### config.mk
export PLATFORM = sky130hd
export DESIGN_NAME = mem_region_decode
export DESIGN_NICKNAME = d
export VERILOG_FILES = /design/src/rtl/mrd_pkg.sv /design/src/rtl/mrd_cfg_reg.sv /design/src/rtl/mrd_zone_sel.sv /design/src/rtl/mrd_prop_out.sv /design/src/rtl/mem_region_decode.sv
export SDC_FILE = /design/constraint.sdc
export NUM_CORES = 1
export LEC_CHECK = 0
export BUFFER_PORTS_ARGS = -buffer_cell sky130_fd_sc_hd__buf_2
export CAP_MARGIN = 40
export CORE_ASPECT_RATIO = 2
export CORE_UTILIZATION = 40
export DETAILED_ROUTE_END_ITERATION = 8
export GPL_TIMING_DRIVEN = 0
export PLACE_DENSITY_LB_ADDON = 0.25
export REMOVE_ABC_BUFFERS = 1
export SYNTH_ARGS = -nofsm -noshare
export SYNTH_HDL_FRONTEND = slang
export SYNTH_SLANG_ARGS = --single-unit
### constraint.sdc
create_clock -name clk -period 2.8 [get_ports clk]
set_input_delay 0.42 -clock clk [delete_from_list [all_inputs] [get_ports clk]]
set_output_delay 0.42 -clock clk [all_outputs]
set_load 0.005 [all_outputs]
### src/rtl/mrd_pkg.sv
package mrd_pkg;
  localparam int CFG_W   = 64;
  localparam int ADDR_W  = 32;
  localparam int PAGE_LSB = 12;
  localparam int PAGE_W  = ADDR_W - PAGE_LSB;
  localparam int PROP_W  = 8;
  localparam int ATTR_W  = 6;

  // field positions (low bit of each)
  localparam int SYSP_LO = 0;
  localparam int TOP_LO  = SYSP_LO + PROP_W;
  localparam int DEVP_LO = TOP_LO + PAGE_W;
  localparam int BASE_LO = DEVP_LO + PROP_W;
  localparam int ROMP_LO = BASE_LO + PAGE_W;

  localparam logic [PROP_W-1:0] PROP_KEEP = {{(PROP_W-ATTR_W){1'b0}}, {ATTR_W{1'b1}}};
  localparam logic [CFG_W-1:0] CFG_KEEP = {PROP_KEEP, {PAGE_W{1'b1}}, PROP_KEEP,
                                           {PAGE_W{1'b1}}, PROP_KEEP};

  typedef enum logic [1:0] {
    ZN_SYS = 2'd0,
    ZN_DEV = 2'd1,
    ZN_ROM = 2'd2,
    ZN_LEG = 2'd3
  } zone_e;

  typedef struct packed {
    logic [PROP_W-1:0] rom_prop;
    logic [PAGE_W-1:0] rom_page;
    logic [PROP_W-1:0] dev_prop;
    logic [PAGE_W-1:0] top_page;
    logic [PROP_W-1:0] sys_prop;
  } cfg_t;
endpackage

### src/rtl/mrd_cfg_reg.sv
module mrd_cfg_reg
  import mrd_pkg::*;
#(
  parameter logic [CFG_W-1:0] RESET_WORD = 64'h01FF_FFF0_1000_0001
) (
  input  logic             clk,
  input  logic             rst,
  input  logic             we,
  input  logic [CFG_W-1:0] wdata,
  output cfg_t             cfg
);
  logic [CFG_W-1:0] word_q;

  always_ff @(posedge clk) begin
    if (rst) begin
      word_q <= RESET_WORD & CFG_KEEP;
    end else if (we) begin
      word_q <= wdata & CFG_KEEP;
    end
  end

  assign cfg = cfg_t'(word_q);
endmodule

### src/rtl/mrd_zone_sel.sv
module mrd_zone_sel
  import mrd_pkg::*;
#(
  parameter logic [ADDR_W-1:0] WIN_LO = 32'h000A_0000,
  parameter logic [ADDR_W-1:0] WIN_HI = 32'h000F_FFFF
) (
  input  logic [ADDR_W-1:0] addr,
  input  logic [PAGE_W-1:0] rom_page,
  input  logic [PAGE_W-1:0] top_page,
  output zone_e             zone
);
  logic [PAGE_W-1:0] page;
  logic at_rom, at_dev, in_win;

  assign page   = addr[ADDR_W-1:PAGE_LSB];
  assign at_rom = (page >= rom_page);
  assign at_dev = (page >= top_page);
  assign in_win = (addr >= WIN_LO) && (addr <= WIN_HI);

  always_comb begin
    if (at_rom)      zone = ZN_ROM;
    else if (at_dev) zone = ZN_DEV;
    else if (in_win) zone = ZN_LEG;
    else             zone = ZN_SYS;
  end
endmodule

### src/rtl/mrd_prop_out.sv
module mrd_prop_out
  import mrd_pkg::*;
(
  input  zone_e             zone,
  input  logic [PROP_W-1:0] sys_prop,
  input  logic [PROP_W-1:0] dev_prop,
  input  logic [PROP_W-1:0] rom_prop,
  input  logic [PROP_W-1:0] leg_prop,
  output logic [PROP_W-1:0] prop,
  output logic [ATTR_W-1:0] attr
);
  logic [PROP_W-1:0] pick;

  always_comb begin
    unique case (zone)
      ZN_SYS:  pick = sys_prop;
      ZN_DEV:  pick = dev_prop;
      ZN_ROM:  pick = rom_prop;
      default: pick = leg_prop;
    endcase
  end

  assign prop = pick & PROP_KEEP;

  for (genvar i = 0; i < ATTR_W; i++) begin : g_attr
    assign attr[i] = prop[i];
  end
endmodule

### src/rtl/mem_region_decode.sv
module mem_region_decode
  import mrd_pkg::*;
#(
  parameter logic [63:0] RESET_WORD = 64'h01FF_FFF0_1000_0001,
  parameter logic [31:0] WIN_LO     = 32'h000A_0000,
  parameter logic [31:0] WIN_HI     = 32'h000F_FFFF
) (
  input  logic        clk,
  input  logic        rst,
  input  logic        cfg_we,
  input  logic [63:0] cfg_wdata,
  output logic [63:0] cfg_rdata,
  input  logic [31:0] phys_addr,
  input  logic [7:0]  legacy_prop,
  output logic [7:0]  prop_out,
  output logic [1:0]  zone_out,
  output logic        attr_cd,
  output logic        attr_wa,
  output logic        attr_wp,
  output logic        attr_wt,
  output logic        attr_wc,
  output logic        attr_ws
);
  cfg_t              cfg;
  zone_e             zone;
  logic [ATTR_W-1:0] attr;

  mrd_cfg_reg #(.RESET_WORD(RESET_WORD)) u_cfg (
    .clk  (clk),
    .rst  (rst),
    .we   (cfg_we),
    .wdata(cfg_wdata),
    .cfg  (cfg)
  );

  mrd_zone_sel #(.WIN_LO(WIN_LO), .WIN_HI(WIN_HI)) u_zone (
    .addr    (phys_addr),
    .rom_page(cfg.rom_page),
    .top_page(cfg.top_page),
    .zone    (zone)
  );

  mrd_prop_out u_prop (
    .zone    (zone),
    .sys_prop(cfg.sys_prop),
    .dev_prop(cfg.dev_prop),
    .rom_prop(cfg.rom_prop),
    .leg_prop(legacy_prop),
    .prop    (prop_out),
    .attr    (attr)
  );

  assign cfg_rdata = cfg;
  assign zone_out  = zone;
  assign attr_cd   = attr[0];
  assign attr_wa   = attr[1];
  assign attr_wp   = attr[2];
  assign attr_wt   = attr[3];
  assign attr_wc   = attr[4];
  assign attr_ws   = attr[5];
endmodule

==> summary.txt <==
STA
  • Tcrit/Tclk final: 1.10
  • Slew @ Worst Pin: 0.807 ns
  • Worst slew margin: 0.461
  • Slew Limit Fails: 0
  • Period minus WS final: 3.09 ns
  • # setup viols final: 13
  • Worst setup margin: -0.290 ns
  • Fin. Hold Viols: 0
  • Setup_tns: -3.38 ns
  • RSZ-0062 raised after global routing: true
  • Fin Clk Skew: 0 ns
  • Fmax: 0.324 GHz

Clock network
  • Clk_lat worst skew: 0.32 ns
  • Worst-path clk slew: 0.05 ns
  • Clock sink total: 58
  • Hold-fix buffers at CTS: 0
  • CTS tree: done
  • Maximum buffer depth of the clock tree: 2
  • H-tree lvl count: 3
  • Total CTS buffers: 9
  • Root Buffer: clkbuf_16

Floorplan
  • Die Wd: 66.6 um
  • IO Pins: 187
  • Die height: 131 um
  • Core Box Area: 8000 um^2
  • Row cnt: 46
  • Die area: 8730 um^2
  • Initial Utilization: 0.417

Hold path
  • Min-delay src: cfg_wdata[53]
  • Worst Hold Path EP: u_cfg.cfg[53]$_SDFFE_PP1P_
  • Hold Path Class: input port to flip-flop
  • Hold Path Depth: 3

Cells and area
  • Layout cell share with drive strength beyond 1: 0.417
  • Diode count: 0
  • Layout net count: 670
  • Finished Core Util: 0.591
  • Largest register FFs: 58
  • Design Area, Final: 4730 um^2
  • Area growth from synthesis to layout: 41.7%

Global routing
  • Vias in the first global route: 3046
  • Total GRT Usage: 0.210
  • Grt ovf: 0
  • First-pass GRT wire length: 14.0 mm
  • Initial antenna violation count: 0
  • Largest net degree at the start of global routing: 46

Route
  • Via Count: 3078
  • 1st-iter DRT viols: 76
  • ANT nets after route: 0
  • DRC errors left: 0
  • DR pass1 iterations: 4
  • Final wirelength: 8.66 mm
  • DR vias/cell: 4.93
  • Routed len/inst: 13.9 um

Critical path
  • WP data required: 2.38 ns
  • Critical path class: flip-flop to output pin
  • Reg-to-Reg Start: u_cfg.cfg[8]$_SDFFE_PP0P_
  • Worst setup EP type: output pin
  • Worst reg-to-reg setup slack: 2.02 ns
  • Worst R2R Path Depth: 3
  • CP Max Fanout: 7
  • Worst reg2reg path endpoint: u_cfg.cfg[8]$_SDFFE_PP0P_
  • WP data arrival: 2.67 ns
  • Critical Path Start: u_cfg.cfg[8]$_SDFFE_PP0P_
  • Critical Path Start Type: flip-flop

Synthesis
  • Mapped cell area: 3340 um^2
  • #FFs+latches synth: 58
  • Area leader, netlist: dfxtp_1
  • Top cells by area, synth: dfxtp_1 35%, ha_1 15%, mux2i_1 12%
  • Yosys cell types: 37
  • Register area share after synthesis: 0.348
  • Ys flop type: dfxtp_1
  • Cell count after synthesis: 368
  • Synthesized area per cell: 9.07 um^2
  • Synth async-reset ratio: 0
  • Ys Warns: 0
  • Most frequent cell after synthesis: dfxtp_1
  • Synth top cells by count: 58 x dfxtp_1, 42 x nor2_1, 41 x inv_1, 40 x ha_1, 39 x mux2i_1
  • Area share of the largest cell type after synthesis: 0.348
  • EDFF count, synth: 0

Power
  • P per Cell Area: 532 nW/um^2
  • VDD IR max: 0.293 mV
  • Leakage: 2.51 nW

Placement
  • Placer Congestion: 0.784
  • Dpl hpwl: 6.73 mm
  • I/O Buffers: 158
  • Dpl cell area: 4140 um^2

Run status
  • Failing checks: negative setup slack
  • Status: finished with violations

Job
  • Max cap viols: 0
[worst max-delay path by stage]
stage | endpoint | slack [ns] | cells past startpoint
6_report | attr_ws | -0.29 | 9
5_1_grt | prop_out[3] | -0.37 | 9
4_1_cts | attr_cd | -0.27 | 9
3_5_place_dp | attr_ws | -0.37 | 9
3_3_place_gp | attr_ws | -0.35 | 10
2_1_floorplan | attr_cd | 0.07 | 8
[worst max-delay path, stage by stage (launching register included)]
cell and delay (ns):
dfxtp_2 0.35, ha_4 0.19, nand2b_4 0.13, a2111o_1 0.41, a311oi_4 0.29, o31ai_4 0.12
buf_12 0.16, mux2_4 0.29, mux2_4 0.27, buf_2 0.13
[repair_timing]
action | in CTS | in global routing
setup buffers | 6 | 1
endpoints found under the hold margin | 0 | 0
endpoints found under the setup margin | 14 | 14
gates resized for setup | 37 | 9
pin swaps | 11 | 1
[cell families after synthesis]
| kind of cell | count (synthesis) | synth area share |
|---|---|---|
| buf+inv | 70 | 0.0945 |
| other cells | 1 | 0.00112 |
| compound gates | 53 | 0.114 |
| flops | 58 | 0.348 |
| simple gates | 89 | 0.115 |
| mux | 57 | 0.178 |
| fa+ha+maj | 40 | 0.150 |
[layout make-up]
cell class	count	area, um^2
Clock inverter	6	57.6
Timing Repair Buffer	166	935
Multi-Input combinational cell	247	2060
Tap cell	96	120
Sequential cell	58	1170
Fill cell	726	3270
Clock buffer	10	229
Inverter	41	154
[stage by stage]
| step | hold WS (ns) | worst slack (ns) | std cells | power [mW] |
|---|---|---|---|---|
| 3_5_place_dp | 0.489 | -0.366 | 601 | 1.38 |
| 4_1_cts | 0.303 | -0.272 | 623 | 2.52 |
| 5_1_grt | 0.314 | -0.366 | 624 | 2.65 |
| 2_1_floorplan | 0.481 | 0.0667 | 346 | 1.16 |
| 3_3_place_gp | 0.480 | -0.345 | 600 | 1.37 |
| 6_report | 0.307 | -0.290 | 624 | 2.51 |
[placed cells by master, fill, tap and decap left out, types with 6 or more instances in the layout]
cell type	n
buf_2	150
dfxtp_1	49
nor2_1	42
inv_1	40
mux2i_1	39
ha_1	35
nand2_1	32
o211ai_1	20
a21oi_1	11
mux2_4	11
clkbuf_16	9
dfxtp_2	9
conb_1	8
mux2_1	7
buf_6	7
buf_4	6
[per-layer routing]
metal	wire length, um	share of wire	vias to the layer above	GRT usage
li1	-	-	1555	-
met1	3250	0.37	1393	0.220
met2	4760	0.55	116	0.382
met3	451	0.052	14	0.0365
met4	206	0.024	0	0.0993
met5	0	0	-	0
[power by group]
group	leakage (nW)	switching [mW]	total [mW]	internal [mW]
clock	0.142	0.375	1.06	0.681
sequential	0.484	0.0336	0.915	0.881
combinational	1.88	0.258	0.544	0.286
(Power assumes the default switching activity.)
